### src/rtl/alm_pkg.sv
package alm_pkg;
  localparam int BYTE_W = 8;
  localparam int NFIELD = 4;  // index 0 sec, 1 min, 2 hr, 3 date

  // Bits of each field that take part in the comparison
  function automatic logic [BYTE_W-1:0] field_mask(input int idx);
    return (idx < 2) ? 8'h7F : 8'h3F;
  endfunction

  // Repeat code -> per-field compare enables (bit i = field i)
  function automatic logic [NFIELD-1:0] cmp_enables(input logic [NFIELD-1:0] code);
    case (code)
      4'b1110: return 4'b0001;
      4'b1100: return 4'b0011;
      4'b1000: return 4'b0111;
      4'b0000: return 4'b1111;
      default: return 4'b0000;  // 1111 and all invalid codes: every second
    endcase
  endfunction
endpackage

### src/rtl/alm_compare.sv
module alm_compare
  import alm_pkg::*;
#(
  parameter int FIELDS = NFIELD
) (
  input  logic [FIELDS-1:0][BYTE_W-1:0] cur_i,
  input  logic [FIELDS-1:0][BYTE_W-1:0] alm_i,
  output logic                          hit_o
);
  logic [FIELDS-1:0] eq;
  logic [FIELDS-1:0] code;
  logic [FIELDS-1:0] use_f;

  for (genvar i = 0; i < FIELDS; i++) begin : g_field
    assign eq[i]   = ((cur_i[i] ^ alm_i[i]) & field_mask(i)) == '0;
    assign code[i] = alm_i[i][BYTE_W-1];
  end

  assign use_f = cmp_enables(code);
  assign hit_o = &(eq | ~use_f);
endmodule

### src/rtl/alm_rd_qual.sv
module alm_rd_qual #(
  parameter int HOLD = 3
) (
  input  logic clk,
  input  logic rst,
  input  logic rd_i,
  output logic clr_o
);
  localparam int CW = $clog2(HOLD + 1);
  logic [CW-1:0] cnt;

  // Fires once, on the HOLD-th consecutive read cycle
  assign clr_o = rd_i && (cnt == CW'(HOLD - 1));

  always_ff @(posedge clk) begin
    if (rst || !rd_i) cnt <= '0;
    else if (cnt != CW'(HOLD)) cnt <= cnt + 1'b1;
  end
endmodule

### src/rtl/alm_flag_ctl.sv
module alm_flag_ctl (
  input  logic clk,
  input  logic rst,
  input  logic tick_i,
  input  logic hit_i,
  input  logic clr_i,
  input  logic flag_en_i,
  input  logic bkup_i,
  input  logic bkup_en_i,
  output logic flag_nxt_o,
  output logic flag_o,
  output logic irq_o
);
  logic set_now;
  logic gate;

  assign set_now    = tick_i && hit_i;
  // set has priority over a coinciding clear
  assign flag_nxt_o = set_now || (flag_o && !clr_i);
  assign gate       = flag_en_i && (!bkup_i || bkup_en_i);

  always_ff @(posedge clk) begin
    if (rst) begin
      flag_o <= 1'b0;
      irq_o  <= 1'b0;
    end else begin
      flag_o <= flag_nxt_o;
      irq_o  <= flag_nxt_o && gate;
    end
  end
endmodule

### src/rtl/alarm_match_unit.sv
module alarm_match_unit
  import alm_pkg::*;
#(
  parameter int RD_HOLD = 3
) (
  input  logic              clk,
  input  logic              rst,
  input  logic              tick_i,
  input  logic [BYTE_W-1:0] cur_sec_i,
  input  logic [BYTE_W-1:0] cur_min_i,
  input  logic [BYTE_W-1:0] cur_hr_i,
  input  logic [BYTE_W-1:0] cur_date_i,
  input  logic [BYTE_W-1:0] alm_sec_i,
  input  logic [BYTE_W-1:0] alm_min_i,
  input  logic [BYTE_W-1:0] alm_hr_i,
  input  logic [BYTE_W-1:0] alm_date_i,
  input  logic              flag_en_i,
  input  logic              bkup_i,
  input  logic              bkup_en_i,
  input  logic              flag_rd_i,
  input  logic              wdog_flag_i,
  input  logic              batt_low_i,
  output logic              alarm_flag_o,
  output logic              irq_o,
  output logic [BYTE_W-1:0] flags_o
);
  logic [NFIELD-1:0][BYTE_W-1:0] cur_v;
  logic [NFIELD-1:0][BYTE_W-1:0] alm_v;
  logic hit, clr, flag_nxt;

  assign cur_v = {cur_date_i, cur_hr_i, cur_min_i, cur_sec_i};
  assign alm_v = {alm_date_i, alm_hr_i, alm_min_i, alm_sec_i};

  alm_compare #(.FIELDS(NFIELD)) u_cmp (
    .cur_i(cur_v), .alm_i(alm_v), .hit_o(hit)
  );

  alm_rd_qual #(.HOLD(RD_HOLD)) u_rdq (
    .clk(clk), .rst(rst), .rd_i(flag_rd_i), .clr_o(clr)
  );

  alm_flag_ctl u_flag (
    .clk(clk), .rst(rst), .tick_i(tick_i), .hit_i(hit), .clr_i(clr),
    .flag_en_i(flag_en_i), .bkup_i(bkup_i), .bkup_en_i(bkup_en_i),
    .flag_nxt_o(flag_nxt), .flag_o(alarm_flag_o), .irq_o(irq_o)
  );

  always_ff @(posedge clk) begin
    if (rst) flags_o <= '0;
    else     flags_o <= {wdog_flag_i, flag_nxt, 1'b0, batt_low_i, 4'b0000};
  end
endmodule

### config.mk
export PLATFORM = sky130hd
export DESIGN_NAME = alarm_match_unit
export DESIGN_NICKNAME = d
export VERILOG_FILES = /design/src/rtl/alm_pkg.sv /design/src/rtl/alm_compare.sv /design/src/rtl/alm_rd_qual.sv /design/src/rtl/alm_flag_ctl.sv /design/src/rtl/alarm_match_unit.sv
export SDC_FILE = /design/constraint.sdc
export NUM_CORES = 1
export LEC_CHECK = 0
export ABC_CLOCK_PERIOD_IN_PS = 1400
export BUFFER_PORTS_ARGS = -buffer_cell sky130_fd_sc_hd__buf_2
export CORE_MARGIN = 4
export CORE_UTILIZATION = 30
export DETAILED_ROUTE_END_ITERATION = 7
export PLACE_DENSITY = 0.81
export SLEW_MARGIN = 0
export SYNTH_ARGS = -nofsm -noshare
export SYNTH_HDL_FRONTEND = slang
export SYNTH_SLANG_ARGS = --single-unit
### constraint.sdc
create_clock -name clk -period 1.4 [get_ports clk]
set_input_delay 0.14 -clock clk [delete_from_list [all_inputs] [get_ports clk]]
set_output_delay 0.14 -clock clk [all_outputs]
set_load 0.01 [all_outputs]
==> results of run 1 <==
worst register-to-register path, stage by stage, from the launching register on:
cell,delay (ns)
sky130_fd_sc_hd__dfxtp_1,0.36
sky130_fd_sc_hd__inv_1,0.06
sky130_fd_sc_hd__ha_1,0.20
sky130_fd_sc_hd__nand2_1,0.06
sky130_fd_sc_hd__nand2_1,0.07
sky130_fd_sc_hd__a211oi_2,0.21
cell type report:
| type | count | area share |
|---|---|---|
| Multi-Input combinational cell | 61 | 0.466 |
| Timing Repair Buffer | 69 | 0.346 |
| Sequential cell | 6 | 0.120 |
| Tap cell | 27 | 0.0338 |
| Clock buffer | 3 | 0.0226 |
| Inverter | 3 | 0.0113 |
where the power goes:
part / internal [mW] / switching [mW] / total [mW] / leakage (nW)
sequential: 0.182 / 0.00530 / 0.187 / 0.0495
combinational: 0.133 / 0.0994 / 0.233 / 0.445
clock: 0.0963 / 0.0527 / 0.149 / 0.0138
total: 0.411 / 0.157 / 0.569 / 0.508
routing by layer:
metal / wire (µm) / global-route usage / part of all wire
met4: 21 / 0.0638 / 0.012
met3: 265 / 0.0249 / 0.15
met1: 529 / 0.102 / 0.29
met5: 0 / 0 / 0
met2: 980 / 0.262 / 0.55
final timing paths:
kind                  endpoint  depth (start not counted)         start  slack, ns
setup / recovery  u_flag.irq_o                          5  u_rdq.cnt[0]       0.37
hold / removal    u_flag.irq_o                          2           rst       0.12
setup reg to reg  u_flag.irq_o                          5  u_rdq.cnt[0]       0.37
hold reg to reg   u_flag.irq_o                          2    flags_o[6]       0.52
per-stage QoR:
step                      hold slack [ns]  area, µm²  power, mW
after detailed placement            0.365        976      0.425
final                               0.117        998      0.569
after floorplan                     0.205        642      0.312
after global routing                0.118        998      0.610
after global placement              0.359        976      0.414
after CTS                           0.115        998      0.579
registers in the layout, indices dropped and copies added (netlist names):
signal and cells:
flags_o 3, u_rdq.cnt 2, u_flag.irq_o 1
cells in the final DEF (no fill, tap or decap):
cell,instances
sky130_fd_sc_hd__o31ai_1,2
sky130_fd_sc_hd__clkbuf_4,3
sky130_fd_sc_hd__nand2_1,2
sky130_fd_sc_hd__buf_2,69
sky130_fd_sc_hd__a211oi_2,1
sky130_fd_sc_hd__nor3_1,2
sky130_fd_sc_hd__o41ai_2,1
sky130_fd_sc_hd__nand2b_1,1
sky130_fd_sc_hd__o311ai_2,1
sky130_fd_sc_hd__nor2b_1,4
sky130_fd_sc_hd__dfxtp_1,6
sky130_fd_sc_hd__conb_1,5
sky130_fd_sc_hd__xor2_1,8
sky130_fd_sc_hd__ha_1,2
sky130_fd_sc_hd__inv_1,3
sky130_fd_sc_hd__xnor2_2,1
sky130_fd_sc_hd__nor2_1,3
sky130_fd_sc_hd__o21ai_0,2
sky130_fd_sc_hd__xnor2_1,18
sky130_fd_sc_hd__a21oi_1,2
sky130_fd_sc_hd__nand4_1,6
logic make-up (layout without fill, tap and decap cells):
group | after synthesis | in the layout | synth area share
DFF | 6 | 6 | 0.192
buffers and inverters | 9 | 75 | 0.0898
and+or+nand+nor | 18 | 18 | 0.156
xor gates and xnor gates | 27 | 27 | 0.389
other | 1 | 5 | 0.00598
adders and majority gates | 2 | 2 | 0.0399
AOI/OAI and AO/OA | 9 | 9 | 0.128
==> results.md, run 1 <==
| Item | This run | Unit |
| --- | --- | --- |
| Number of synthesized flops with an enable pin | 0 | - |
| Data arrival time of the worst path | 1.18 | ns |
| Layout cells sized above 1 | 0.535 | - |
| Avg Inst Size Synth | 8.71 | µm² |
| Maximum net fanout on the critical path | 3 | - |
| Count of endpoints failing hold in the final timing report | 0 | - |
| Number of I/O port buffers | 69 | - |
| Number of top-level pins | 83 | - |
| Overall via count from detail_route | 744 | - |
| Final cell count without fillers | 169 | - |
| Aggregate global-route resource usage | 0.124 | - |
| Final worst clock skew | 0.00120 | ns |
| Mean routed wirelength per cell | 10.6 | µm |
| Most common library cells after synthesis | 18 x sky130_fd_sc_hd__xnor2_1, 8 x sky130_fd_sc_hd__xor2_1, 6 x sky130_fd_sc_hd__buf_4, 6 x sky130_fd_sc_hd__dfxtp_1, 6 x sky130_fd_sc_hd__nand4_1 | - |
| Sequential area share after synthesis | 0.192 | - |
| Iteration-0 DRC Markers | 2 | - |
| Cell variety after synth | 20 | - |
| Number of routed nets with antenna violations | 0 | - |
| Critical path endpoint category | flop | - |
| Hold_buf cts | 0 | - |
| Worst-skew pair later-pin latency | 0.23 | ns |
| Unrepaired setup endpoints after global routing | no | - |
| Multi-input logic area | 465 | µm² |
| Filler Cell Count | 197 | - |
| Cells after DPL | 166 | - |
| Instance count of the mapped netlist | 72 | - |
| Count leader, synth | sky130_fd_sc_hd__xnor2_1 | - |
| Maximum number of buffers from clock root to sink | 2 | - |
| Area share of the largest cell type after synthesis | 0.251 | - |
| Final standard cell utilization of the core | 0.504 | - |
| Sum of negative setup slack | 0 | ns |
| Power density relative to cell area | 569 | nW/µm² |
| Fmax | 972 | MHz |
| Clock period minus worst slack | 1.03 | ns |
| Final cycle utilization of the critical path | 0.735 | - |
| CP max stage cell | sky130_fd_sc_hd__dfxtp_1 | - |
| Vias in the first global route | 699 | - |
| CTS Root Buffer Type | sky130_fd_sc_hd__clkbuf_4 | - |
| Outcome | finished, final reports clean | - |
| X dimension of the die | 53.7 | µm |
| Max-cap violation count | 0 | - |
| Area growth, synth to finish | 59.3 | % |
| Classification of the worst setup path | flop to flop | - |
| Detailed Place HPWL | 1.70 | mm |
| Maximum number of pins on one net before global-route repair | 6 | - |
| Primary flip-flop cell chosen by synthesis mapping | sky130_fd_sc_hd__dfxtp_1 | - |
| Layout net count | 219 | - |
| Max incr delay on CP | 0.36 | ns |
| Number of optimization iterations in the first detailed-route pass | 4 | - |
| Initial Utilization | 0.316 | - |
| Total area of sequential cells | 120 | µm² |
| H-Tree Level Count | 1 | - |
| Total die area | 2880 | µm² |
| Routability congestion estimate | 0.722 | - |
| Die Height | 53.7 | µm |
| Final setup vio count | 0 | - |
| Post-synth top area cell | sky130_fd_sc_hd__xnor2_1 | - |
| Leakage | 0.508 | nW |
| Number of instances resized during post-cts repair | 0 | - |
| Launching element type of the critical path | flop | - |
| Most used cell, CP | sky130_fd_sc_hd__nand2_1 | - |
| Grt total ovfl | 0 | - |
| TritonCTS clock tree | done | - |
| Chain of cells forming the critical path | inv_1 > ha_1 > nand2_1 > nand2_1 > a211oi_2 | - |
| DR DRC count | 0 | - |
| Setup repair bufs after CTS | 0 | - |
| Antenna diode instance count | 0 | - |
| Dominant cells by area after synthesis | sky130_fd_sc_hd__xnor2_1 25%, sky130_fd_sc_hd__dfxtp_1 19%, sky130_fd_sc_hd__xor2_1 11% | - |
| Worst setup margin | 0.371 | ns |
| Number of vias per cell | 4.40 | - |
| Total CTS buffers | 3 | - |
| Path class of the lowest-slack min-delay path | input pin to flop | - |
| Worst ir drop on vdd | 0.000255 | V |
| Final max-slew violation count | 0 | - |
| WP buf/inv | 1 | - |
| Worst slack, placed | 0.117 | ns |
| Number of clock sinks seen by CTS | 6 | - |
| Area of the mapped netlist | 627 | µm² |
| Number of antenna violations at the first check in global routing | 0 | - |
| Core area | 1980 | µm² |
| Global-route wire length before repair | 2.58 | mm |
| Yosys warning total | 0 | - |
| Category of cells accounting for the largest share of critical-path delay | flip-flops | - |
| Proportion of register bits with asynchronous set or reset after synthesis | 0 | - |
| Clock Pin Slew Worst Setup and Hold Paths | 0.04 | ns |
| Number of register bits inferred by synthesis | 6 | - |
| Std cell rows | 16 | - |
| Required time worst endpoint | 1.56 | ns |
| Routed wire length | 1.80 | mm |
Note: power is estimated with default switching activity, not from simulation.
==> run 2, diff against run 1 <==
- ABC_CLOCK_PERIOD_IN_PS: 1400 -> 1000
- clock period: 1.4 -> 1 ns (I/O delays scaled with it)
==> results.md, run 2 (synthesis results as in run 1) <==
| Item | This run | Unit | Delta |
| --- | --- | --- | --- |
| Worst ir drop on vdd | 0.000338 | V | +32% |
| Vias in the first global route | 763 | - | +9.2% |
| Critical path endpoint category | flop | - |  |
| Met3 layer usage reported by global route | 0.0111 | - | -0.0139 |
| Final setup vio count | 0 | - | unchanged |
| Most frequent standard cell in the layout excluding fill and tap cells | sky130_fd_sc_hd__buf_2 | - |  |
| Iteration-0 DRC Markers | 1 | - | -1 |
| Total die area | 2880 | µm² | unchanged |
| Total non-filler cell area in the finished layout | 1040 | µm² | +4.6% |
| CTS Root Buffer Type | sky130_fd_sc_hd__clkbuf_4 | - |  |
| Core area | 1980 | µm² | unchanged |
| Number of vias per cell | 4.32 | - | -2.0% |
| Highest-utilization routing layer at the global route stage | met2 | - |  |
| Maximum net fanout on the critical path | 2 | - | -1 |
| Power density relative to cell area | 785 | nW/µm² | +38% |
| Detailed Place HPWL | 1.68 | mm | -0.77% |
| Routed wire length | 1.78 | mm | -0.95% |
| Final standard cell utilization of the core | 0.527 | - | +0.0234 |
| Post-layout power | 820 | µW | +44% |
| Worst-skew pair later-pin latency | 0.24 | ns | about the same |
| Overall via count from detail_route | 738 | - | -0.81% |
| Instance area after placement | 991 | µm² | +1.5% |
| Leakage | 0.518 | nW | +1.9% |
| Fmax | 1040 | MHz |  |
| Hold_buf cts | 0 | - | unchanged |
| Maximum number of buffers from clock root to sink | 2 | - | unchanged |
| Filler Cell Count | 194 | - | -1.5% |
| Total CTS buffers | 3 | - | unchanged |
| Number of antenna violations at the first check in global routing | 0 | - | unchanged |
| Met1 Use GR | 0.107 | - | +0.00478 |
| Routability congestion estimate | 0.726 | - | +0.53% |
| Clock period minus worst slack | 0.961 | ns |  |
| Initial Utilization | 0.316 | - | unchanged |
| Number of top-level pins | 83 | - | unchanged |
| Die Height | 53.7 | µm | unchanged |
| Final max-slew violation count | 0 | - | unchanged |
| Count of endpoints failing hold in the final timing report | 0 | - | unchanged |
| Grt total ovfl | 0 | - | unchanged |
| Final worst clock skew | 0.00169 | ns | +0.000487 ns |
| Unrepaired setup endpoints after global routing | yes | - |  |
| X dimension of the die | 53.7 | µm | unchanged |
| Leading registers by flop count | flags_o x3, u_rdq.cnt x2, u_flag.irq_o x1 | - |  |
| Layout cells sized above 1 | 0.604 | - | +0.0690 |
| Data arrival time of the worst path | 1.12 | ns | -0.06 ns |
| Layout net count | 221 | - | +0.91% |
| Commonest cells after routing, fill and taps aside | 69 x sky130_fd_sc_hd__buf_2, 18 x sky130_fd_sc_hd__xnor2_1, 8 x sky130_fd_sc_hd__xor2_1, 6 x sky130_fd_sc_hd__nand4_1, 5 x sky130_fd_sc_hd__conb_1 | - |  |
| Number of I/O port buffers | 69 | - | unchanged |
| Mean routed wirelength per cell | 10.4 | µm | -2.1% |
| DR DRC count | 0 | - | unchanged |
| Final cycle utilization of the critical path | 0.961 | - |  |
| Area growth, synth to finish | 66.7 | % |  |
| Global-route wire length before repair | 2.59 | mm | +0.27% |
| Register containing the most flip-flops in the final layout | flags_o | - |  |
| Global-route track usage on met2 | 0.256 | - | -0.00605 |
| Antenna diode instance count | 0 | - | unchanged |
| Outcome | finished, final reports clean | - |  |
| Classification of the worst setup path | input pin to flop | - |  |
| Number of clock sinks seen by CTS | 6 | - | unchanged |
| Number of optimization iterations in the first detailed-route pass | 2 | - | -2 |
| Maximum number of pins on one net before global-route repair | 6 | - | unchanged |
| H-Tree Level Count | 1 | - | unchanged |
| TritonCTS clock tree | done | - |  |
| Clock Pin Slew Worst Setup and Hold Paths | 0.04 | ns | about the same |
| Aggregate global-route resource usage | 0.117 | - | -0.00637 |
| Number of flip-flops in the largest register | 3 | - | unchanged |
| Number of routed nets with antenna violations | 0 | - | unchanged |
| Std cell rows | 16 | - | unchanged |
| Required time worst endpoint | 1.16 | ns | -0.40 ns |
| Launching element type of the critical path | input pin | - |  |
| Path class of the lowest-slack min-delay path | input pin to flop | - |  |
| Max-cap violation count | 0 | - | unchanged |
==> run 2: cell count changes in the layout (fill, tap and decap cells not counted), moves of 2 or more <==
cell / before / now
sky130_fd_sc_hd__buf_4: 0 / 2
sky130_fd_sc_hd__dfxtp_2: 0 / 2
sky130_fd_sc_hd__ha_1: 2 / 0
sky130_fd_sc_hd__dfxtp_1: 6 / 4
==> run 2: path summary, 6_finish.rpt <==
| path | endpoint | slack (ns) | start | cells after the start |
|---|---|---|---|---|
| worst min register to register | flags_o[6] | 0.49 | flags_o[6] | 2 |
| worst max-delay path | u_flag.irq_o | 0.04 | alm_date_i[5] | 6 |
| worst min-delay path | flags_o[4] | 0.07 | batt_low_i | 2 |
| worst max register to register | u_flag.irq_o | 0.06 | u_rdq.cnt[0] | 5 |
==> run 2: critical path, stage by stage <==
cell,delay [ns]
sky130_fd_sc_hd__buf_2,0.10
sky130_fd_sc_hd__xnor2_1,0.15
sky130_fd_sc_hd__nand4_1,0.12
sky130_fd_sc_hd__o311ai_2,0.27
sky130_fd_sc_hd__nand4_1,0.18
sky130_fd_sc_hd__a211oi_2,0.20
==> run 2: metal layers <==
layer	up-vias	share of wire	routed length [µm]
met2	47	0.54	962
met3	0	0.13	225
met5	-	0	0
li1	377	-	-
met4	0	0	0
met1	314	0.33	592
==> run 2: report_power, final <==
group	leakage, nW	total (mW)	switching, mW	internal [mW]
combinational	0.454	0.342	0.145	0.196
sequential	0.0503	0.263	0.00855	0.255
clock	0.0138	0.215	0.0794	0.135
==> run 2: stage by stage <==
step | setup TNS, ns | worst slack (ns) | hold slack (ns) | std cells
final | 0 | 0.0389 | 0.0727 | 171
after floorplan | 0 | 0.0396 | 0.165 | 76
after global placement | -0.338 | -0.194 | 0.315 | 168
after global routing | -0.0165 | -0.0165 | 0.0719 | 171
after CTS | 0 | 0.00671 | 0.0686 | 171
after detailed placement | -0.383 | -0.221 | 0.325 | 168
==> run 2: final cells by class <==
cell class / count / area, µm² / area share
well taps: 27 / 33.8 / 0.0323
repair buffers: 71 / 360 / 0.345
multi-input cells: 61 / 494 / 0.473
inverters: 3 / 11.3 / 0.0108
flip-flops and latches: 6 / 123 / 0.117
clock buffers: 3 / 22.5 / 0.0216
==> run 2: what timing repair did <==
item,4_1_cts,5_1_grt
setup endpoints to repair,1,2
gates resized for setup,1,8
pin swaps,0,3
setup buffers,0,0
